--- config.mk ---
export PLATFORM = sky130hd
export DESIGN_NAME = cpu_dreg_file
export DESIGN_NICKNAME = d
export VERILOG_FILES = /design/src/rtl/dreg_pkg.sv /design/src/rtl/dreg_acc_pair.sv /design/src/rtl/dreg_ptr_bank.sv /design/src/rtl/dreg_addr_gen.sv /design/src/rtl/cpu_dreg_file.sv
export SDC_FILE = /design/constraint.sdc
export NUM_CORES = 1
export LEC_CHECK = 0
export BUFFER_PORTS_ARGS = -buffer_cell sky130_fd_sc_hd__buf_4
export CORE_MARGIN = 5
export CORE_UTILIZATION = 39
export DETAILED_ROUTE_END_ITERATION = 16
export PLACE_DENSITY = 0.74
export SLEW_MARGIN = 20
export SYNTH_ARGS = -nofsm -noshare
export SYNTH_HDL_FRONTEND = slang
export SYNTH_SLANG_ARGS = --single-unit
--- constraint.sdc ---
create_clock -name clk -period 1.9 [get_ports clk]
set_input_delay 0.095 -clock clk [delete_from_list [all_inputs] [get_ports clk]]
set_output_delay 0.095 -clock clk [all_outputs]
set_load 0.05 [all_outputs]
--- src/rtl/dreg_pkg.sv ---
package dreg_pkg;
   localparam int BYTE_W = 8;
   localparam int RP_W   = 5;
   localparam int DP_W   = 3;
   localparam int CCR_W  = 8;
   localparam int SEL_W  = 3;

   typedef struct packed {
      logic [RP_W-1:0]  rp;
      logic [DP_W-1:0]  dp;
      logic [CCR_W-1:0] ccr;
   } ps_t;
endpackage

--- src/rtl/dreg_acc_pair.sv ---
module dreg_acc_pair #(
   parameter int DATA_W = 16,
   parameter int LANE_W = 8
) (
   input  logic              clk,
   input  logic              rst_n,
   input  logic              acc_we,
   input  logic              acc_word,
   input  logic              acc_mov,
   input  logic [DATA_W-1:0] acc_wdata,
   input  logic              tmp_we,
   input  logic              tmp_word,
   input  logic [DATA_W-1:0] tmp_wdata,
   output logic [DATA_W-1:0] acc_q,
   output logic [DATA_W-1:0] tmp_q
);
   localparam int LANES = DATA_W / LANE_W;

   logic [DATA_W-1:0] acc_nxt, tmp_nxt;
   logic              push;

   assign push = acc_we && acc_mov;

   generate
      if (LANES * LANE_W != DATA_W) begin : g_bad_lanes
         $error("dreg_acc_pair: DATA_W must be a multiple of LANE_W");
      end
      for (genvar l = 0; l < LANES; l++) begin : g_lane
         localparam bit LOW = (l == 0);
         logic acc_hit, tmp_hit;
         assign acc_hit = acc_we && (LOW || acc_word);
         assign tmp_hit = push ? (LOW || acc_word) : (tmp_we && (LOW || tmp_word));
         assign acc_nxt[l*LANE_W +: LANE_W] = acc_hit ? acc_wdata[l*LANE_W +: LANE_W]
                                                      : acc_q[l*LANE_W +: LANE_W];
         assign tmp_nxt[l*LANE_W +: LANE_W] = !tmp_hit ? tmp_q[l*LANE_W +: LANE_W]
                                            : (push ? acc_q[l*LANE_W +: LANE_W]
                                                    : tmp_wdata[l*LANE_W +: LANE_W]);
      end
   endgenerate

   always_ff @(posedge clk) begin
      if (!rst_n) begin
         acc_q <= '0;
         tmp_q <= '0;
      end else begin
         acc_q <= acc_nxt;
         tmp_q <= tmp_nxt;
      end
   end

   p_word_load_r2: assert property (@(posedge clk) disable iff (!rst_n)
      acc_we && acc_word |=> acc_q == $past(acc_wdata));
   p_byte_keeps_high_r2: assert property (@(posedge clk) disable iff (!rst_n)
      acc_we && !acc_word |=> acc_q[DATA_W-1:LANE_W] == $past(acc_q[DATA_W-1:LANE_W]));
   p_word_push_r3: assert property (@(posedge clk) disable iff (!rst_n)
      push && acc_word |=> tmp_q == $past(acc_q));
   p_byte_push_keeps_high_r3: assert property (@(posedge clk) disable iff (!rst_n)
      push && !acc_word |=> tmp_q[DATA_W-1:LANE_W] == $past(tmp_q[DATA_W-1:LANE_W]));
   p_tmp_idle_r4: assert property (@(posedge clk) disable iff (!rst_n)
      !push && !tmp_we |=> $stable(tmp_q));
endmodule

--- src/rtl/dreg_ptr_bank.sv ---
module dreg_ptr_bank #(
   parameter int              DATA_W      = 16,
   parameter int              IO_W        = 8,
   parameter int              NPTR        = 4,
   parameter logic [DATA_W-1:0] PC_RESET  = 16'hFFFD,
   parameter logic [DATA_W-1:0] MIRROR_ADDR = 16'h0078
) (
   input  logic              clk,
   input  logic              rst_n,
   input  logic [NPTR-1:0]   ld_we,
   input  logic [DATA_W-1:0] ld_data [NPTR],
   output logic [DATA_W-1:0] ld_q    [NPTR],
   input  logic              ps_we,
   input  logic [DATA_W-1:0] ps_wdata,
   input  logic [DATA_W-1:0] io_addr,
   input  logic              io_we,
   input  logic [IO_W-1:0]   io_wdata,
   output logic [IO_W-1:0]   io_rdata,
   output logic [DATA_W-1:0] ps_q
);
   localparam int HI_LO = DATA_W - IO_W;

   logic mirror_sel, mirror_wr;

   generate
      if (HI_LO < 0) begin : g_bad_io
         $error("dreg_ptr_bank: IO_W exceeds DATA_W");
      end
   endgenerate

   assign mirror_sel = (io_addr == MIRROR_ADDR);
   assign mirror_wr  = io_we && mirror_sel;
   assign io_rdata   = mirror_sel ? ps_q[DATA_W-1:HI_LO] : '0;

   always_ff @(posedge clk) begin
      if (!rst_n) begin
         for (int i = 0; i < NPTR; i++) ld_q[i] <= (i == 0) ? PC_RESET : '0;
      end else begin
         for (int i = 0; i < NPTR; i++) if (ld_we[i]) ld_q[i] <= ld_data[i];
      end
   end

   always_ff @(posedge clk) begin
      if (!rst_n)         ps_q <= '0;
      else if (ps_we)     ps_q <= ps_wdata;
      else if (mirror_wr) ps_q[DATA_W-1:HI_LO] <= io_wdata;
   end

   p_word_beats_mirror_r10: assert property (@(posedge clk) disable iff (!rst_n)
      ps_we |=> ps_q == $past(ps_wdata));
   p_mirror_load_r9: assert property (@(posedge clk) disable iff (!rst_n)
      mirror_wr && !ps_we |=> ps_q[DATA_W-1:HI_LO] == $past(io_wdata));
   p_mirror_ccr_kept_r9: assert property (@(posedge clk) disable iff (!rst_n)
      !ps_we |=> ps_q[HI_LO-1:0] == $past(ps_q[HI_LO-1:0]));
   p_pc_hold_r5: assert property (@(posedge clk) disable iff (!rst_n)
      !ld_we[0] |=> ld_q[0] == $past(ld_q[0]));
endmodule

--- src/rtl/dreg_addr_gen.sv ---
module dreg_addr_gen
   import dreg_pkg::*;
#(
   parameter int              DATA_W   = 16,
   parameter logic [BYTE_W-1:0] GPR_PAGE = 8'h01
) (
   input  logic              clk,
   input  logic              rst_n,
   input  logic [RP_W-1:0]   rp,
   input  logic [DP_W-1:0]   dp,
   input  logic [DATA_W-1:0] ix,
   input  logic [SEL_W-1:0]  gpr_sel,
   input  logic [BYTE_W-1:0] dir_opnd,
   input  logic [BYTE_W-1:0] ix_off,
   output logic [DATA_W-1:0] gpr_addr,
   output logic [DATA_W-1:0] dir_addr,
   output logic [DATA_W-1:0] ix_addr
);
   localparam int PAGE_SH = BYTE_W - 1;
   localparam int HI_W    = DATA_W - PAGE_SH;

   generate
      if (BYTE_W + RP_W + SEL_W != DATA_W) begin : g_bad_gpr
         $error("dreg_addr_gen: register address fields must fill DATA_W");
      end
   endgenerate

   logic upper_half;
   assign upper_half = dir_opnd[BYTE_W-1];

   assign gpr_addr = {GPR_PAGE, rp, gpr_sel};
   assign dir_addr = upper_half ? (DATA_W'(dp) << PAGE_SH) + DATA_W'(dir_opnd)
                                : DATA_W'(dir_opnd);
   assign ix_addr  = ix + DATA_W'(signed'(ix_off));

   p_dir_page_r7: assert property (@(posedge clk) disable iff (!rst_n)
      upper_half |-> dir_addr[DATA_W-1:PAGE_SH] == HI_W'(dp) + HI_W'(1));
   p_gpr_window_r6: assert property (@(posedge clk) disable iff (!rst_n)
      gpr_addr[DATA_W-1:RP_W+SEL_W] == DATA_W'(GPR_PAGE) >> 0);
endmodule

--- src/rtl/cpu_dreg_file.sv ---
module cpu_dreg_file
   import dreg_pkg::*;
#(
   parameter int              DATA_W      = 16,
   parameter logic [15:0]     PC_RESET    = 16'hFFFD,
   parameter logic [15:0]     MIRROR_ADDR = 16'h0078
) (
   input  logic              clk,
   input  logic              rst_n,
   input  logic              acc_we,
   input  logic              acc_word,
   input  logic              acc_mov,
   input  logic [DATA_W-1:0] acc_wdata,
   input  logic              tmp_we,
   input  logic              tmp_word,
   input  logic [DATA_W-1:0] tmp_wdata,
   input  logic              pc_we,
   input  logic [DATA_W-1:0] pc_wdata,
   input  logic              ix_we,
   input  logic [DATA_W-1:0] ix_wdata,
   input  logic              ep_we,
   input  logic [DATA_W-1:0] ep_wdata,
   input  logic              sp_we,
   input  logic [DATA_W-1:0] sp_wdata,
   input  logic              ps_we,
   input  logic [DATA_W-1:0] ps_wdata,
   input  logic [DATA_W-1:0] io_addr,
   input  logic              io_we,
   input  logic [BYTE_W-1:0] io_wdata,
   output logic [BYTE_W-1:0] io_rdata,
   input  logic [SEL_W-1:0]  gpr_sel,
   output logic [DATA_W-1:0] gpr_addr,
   input  logic [BYTE_W-1:0] dir_opnd,
   output logic [DATA_W-1:0] dir_addr,
   input  logic [BYTE_W-1:0] ix_off,
   output logic [DATA_W-1:0] ix_addr,
   output logic [DATA_W-1:0] pc,
   output logic [DATA_W-1:0] acc,
   output logic [DATA_W-1:0] tmp,
   output logic [DATA_W-1:0] ix,
   output logic [DATA_W-1:0] ep,
   output logic [DATA_W-1:0] sp,
   output logic [DATA_W-1:0] ps
);
   localparam int NPTR = 4;

   generate
      if (DATA_W != $bits(ps_t)) begin : g_bad_ps
         $error("cpu_dreg_file: DATA_W must match the status word layout");
      end
   endgenerate

   logic [NPTR-1:0]   ld_we;
   logic [DATA_W-1:0] ld_data [NPTR];
   logic [DATA_W-1:0] ld_q    [NPTR];
   ps_t               ps_view;

   assign ld_we   = {sp_we, ep_we, ix_we, pc_we};
   assign ld_data = '{pc_wdata, ix_wdata, ep_wdata, sp_wdata};
   assign pc      = ld_q[0];
   assign ix      = ld_q[1];
   assign ep      = ld_q[2];
   assign sp      = ld_q[3];
   assign ps_view = ps_t'(ps);

   dreg_acc_pair #(.DATA_W(DATA_W), .LANE_W(BYTE_W)) u_acc (
      .clk(clk), .rst_n(rst_n),
      .acc_we(acc_we), .acc_word(acc_word), .acc_mov(acc_mov), .acc_wdata(acc_wdata),
      .tmp_we(tmp_we), .tmp_word(tmp_word), .tmp_wdata(tmp_wdata),
      .acc_q(acc), .tmp_q(tmp)
   );

   dreg_ptr_bank #(.DATA_W(DATA_W), .IO_W(BYTE_W), .NPTR(NPTR),
                   .PC_RESET(PC_RESET), .MIRROR_ADDR(MIRROR_ADDR)) u_ptr (
      .clk(clk), .rst_n(rst_n),
      .ld_we(ld_we), .ld_data(ld_data), .ld_q(ld_q),
      .ps_we(ps_we), .ps_wdata(ps_wdata),
      .io_addr(io_addr), .io_we(io_we), .io_wdata(io_wdata), .io_rdata(io_rdata),
      .ps_q(ps)
   );

   dreg_addr_gen #(.DATA_W(DATA_W)) u_addr (
      .clk(clk), .rst_n(rst_n),
      .rp(ps_view.rp), .dp(ps_view.dp), .ix(ix),
      .gpr_sel(gpr_sel), .dir_opnd(dir_opnd), .ix_off(ix_off),
      .gpr_addr(gpr_addr), .dir_addr(dir_addr), .ix_addr(ix_addr)
   );
endmodule

==> flow_metrics.env <==
export IMPL_synth_distinct_cells=45
export IMPL_cts_sinks=112
export IMPL_ant_nets=0
export IMPL_drive_above_1_share=0.489
export IMPL_clk_pin_slew_ns=0.08
export IMPL_fin_ws_ns=-0.620
export IMPL_crit_top_cell="buf_4"
export IMPL_drtPass1Iterations=4
export IMPL_pin_count=336
export IMPL_worstSkewPairLatency_ns=0.35
export IMPL_placed_area_mm2=0.00835
export IMPL_synth_avg_cell_area_um2=9.83
export IMPL_placementRows=43
export IMPL_drv_slew=0
export IMPL_busiest_layer="met2"
export IMPL_fill_cells=1030
export IMPL_critPathMaxFanout=2
export IMPL_yosys_warnings=0
export IMPL_crit_arrival_ns=2.43
export IMPL_cap_violations=0
export IMPL_fin_nets=1107
export IMPL_p_per_area_mw_per_mm2=770
export IMPL_fin_crit_ns=2.52
export IMPL_violations="setup timing"
export IMPL_wl_per_cell_um=18.3
export IMPL_async_flop_share=0
export IMPL_avgViaCountPerCell=5.05
export IMPL_wirelength_um=20300
export IMPL_seq_area_frac_synth=0.405
export IMPL_syn2layout_area_growth_pct=70.7
export IMPL_fin_worst_skew_ns=0.00134
export IMPL_drtIter0Drc=388
export IMPL_ys_seq_elements=112
export IMPL_start_kind="flop"
export IMPL_required_ns=1.80
export IMPL_track_usage=0.225
export IMPL_post_place_cells=1045
export IMPL_criticalPathCategory="flop to output pin"
export IMPL_fp_coreArea_mm2=0.0139
export IMPL_status="complete, but fails checks"
export IMPL_antenna_found_initial=1
export IMPL_fmax_mhz=397
export IMPL_crit_slowest_cell="dfxtp_4"
export IMPL_grt_pass1_wl_um=29600
export IMPL_setup_viol=14
export IMPL_endpoint_kind="output pin"
export IMPL_finalWeightedCongestion=0.934
export IMPL_met1_usage=0.233
export IMPL_die_area_mm2=0.0167
export IMPL_ir_drop_mv=0.442
export IMPL_grt_pass1_vias=5749
export IMPL_ys_dominant_reg_cell="dfxtp_1"
export IMPL_synth_enable_flop_cells=0
export IMPL_cts_tree="built"
export IMPL_fin_cells=1108
export IMPL_h_tree_depth=3
export IMPL_slew_headroom=0.661
export IMPL_hpwlAfterDp_um=15000
export IMPL_path_cells="ha_4, fa_2, a21o_1, a31oi_4, o31ai_4, buf_4, a21oi_2, buf_4, xnor2_4, buf_6"
export IMPL_finalInstanceArea_mm2=0.00944
export IMPL_grt_start_max_net_pins=46
export IMPL_cts_buffers=9
export IMPL_hold_path_class="input pin to flop"
export IMPL_path_buf_inv=3
export IMPL_fin_crit_sh=1.33
export IMPL_synth_area_mm2=0.00553
export IMPL_use_met3=0.0647
export IMPL_die_x_um=129
export IMPL_worst_pin_slew_ns=0.508
export IMPL_rsz0062_at_grt="true"
export IMPL_die_y_um=129
export IMPL_leakage_nw=4.77
export IMPL_portBuffers=302
export IMPL_drc=0
export IMPL_routed_via_count=5593
export IMPL_grt_ovfl_total=0
export IMPL_clockRootBuffer="clkbuf_16"
export IMPL_critPathTopFamily="compound AO/OA/AOI/OAI gates"
export IMPL_clk_path_buf_depth=2
export IMPL_start_util=0.399
export IMPL_use_met2=0.434
export IMPL_cp_slowest_stage_delay_ns=0.35
export IMPL_final_hold_viol_count=0
export IMPL_synth_cells=563
cell usage in the layout (no fill, tap or decap), types with 6 or more instances in the layout:
cell           count
ha_4               9
buf_4            345
dfxtp_1           98
mux2i_1           96
nand2_1           54
o211a_1           24
nor2b_1           66
buf_6             18
nand3_1           27
dlygate4sd3_1     38
clkbuf_16          9
a21oi_2            6
a21o_1             6
a21boi_0           8
conb_1            13
and2_2             8
dfxtp_4            9
ha_1               7
final cells by class:
class,instances,area [um2],area share
multi-input combinational,396,3420,0.362
timing repair buffer,402,3190,0.338
sequential,112,2280,0.242
clock buffer,10,239,0.0253
tap,180,225,0.0238
clock inverter,6,81.3,0.00861
inverter,1,3.75,0.000397
antenna,1,2.50,0.000265
cells by family (layout without fill, tap and decap cells):
family / Yosys count / after routing / synth area share
mux: 98 / 98 / 0.177
xor+xnor: 15 / 15 / 0.0238
other cells: 2 / 14 / 0.00136
compound gates: 70 / 70 / 0.101
fa+ha+maj: 17 / 17 / 0.0398
buf+inv: 66 / 419 / 0.0703
simple gates: 183 / 183 / 0.181
flops: 112 / 112 / 0.405
report_power, final:
group / internal (mW) / switching (mW) / leakage (nW)
Combinational: 1.09 / 1.55 / 3.68
Sequential: 2.49 / 0.107 / 0.933
Clock: 1.09 / 0.931 / 0.157
Total: 4.68 / 2.59 / 4.77
worst register-to-register path: cells and delay by family, from the launching register on:
family | cells | cell delay (ns)
buf+inv | 1 | 0.14
flops | 1 | 0.36
mux | 1 | 0.19
simple gates | 1 | 0.09
synth_stat cells (3+ instances only):
| master | count | share of area |
|---|---|---|
| mux2i_1 | 98 | 0.18 |
| nand3_1 | 28 | 0.025 |
| nor2b_1 | 66 | 0.075 |
| a21boi_0 | 8 | 0.011 |
| buf_4 | 30 | 0.041 |
| o21ai_0 | 4 | 0.0036 |
| and2_2 | 8 | 0.011 |
| dfxtp_1 | 112 | 0.41 |
| nand2_1 | 56 | 0.038 |
| nand4_1 | 4 | 0.0045 |
| and2_1 | 5 | 0.0057 |
| xnor2_1 | 12 | 0.019 |
| a21oi_1 | 13 | 0.012 |
| o211a_1 | 24 | 0.043 |
| clkbuf_1 | 29 | 0.020 |
| a21o_1 | 6 | 0.0081 |
| ha_1 | 16 | 0.036 |
| buf_2 | 4 | 0.0036 |
| and3_1 | 5 | 0.0057 |
| xor2_1 | 3 | 0.0048 |
state kept, by name (all words and copies together) (netlist names):
name / count
u_ptr.ld_q: 64
u_acc.tmp_q: 16
u_acc.acc_q: 16
u_ptr.ps_q: 16
repair_timing:
action / in CTS / in global routing
resized for setup: 54 / 8
cloned: 0 / 0
pin swaps: 21 / 17
hold buffers: 38 / 0
endpoints found under the hold margin: 38 / 0
endpoints found under the setup margin: 12 / 13
setup buffers: 5 / 5
per-layer routing:
layer	routed length, um	share of wire
met5	0	0
met4	560	0.028
met3	1600	0.079
met2	11000	0.54
met1	7130	0.35
worst paths after layout:
| check | start | endpoint | slack, ns | cells past startpoint |
|---|---|---|---|---|
| max | u_ptr.ld_q[32]$_SDFFE_PN0P_ | ix_addr[12] | -0.62 | 10 |
| max reg2reg | u_ptr.ld_q[42]$_SDFFE_PN0P_ | u_ptr.ld_q[42]$_SDFFE_PN0P_ | 1.01 | 3 |
| min | acc_wdata[6] | u_acc.acc_q[6]$_SDFFE_PN0P_ | 0.009 | 3 |
| min reg2reg | u_ptr.ld_q[62]$_SDFFE_PN1P_ | u_ptr.ld_q[62]$_SDFFE_PN1P_ | 0.48 | 2 |
stage by stage:
stage,power (mW),TNS [ns],util,hold WS [ns],setup WS [ns]
finish,7.27,-5.64,0.680,0.00906,-0.620
detailed placement,5.05,-2.28,0.601,0.190,-0.360
CTS,7.27,-4.99,0.675,0.000311,-0.680
floorplan,4.26,-2.14,-,0.223,-0.323
global placement,5.00,-1.82,0.601,0.190,-0.329
global route,7.54,-6.65,0.680,0.00476,-0.735
No activity file was read; power rests on OpenSTA's default activity.
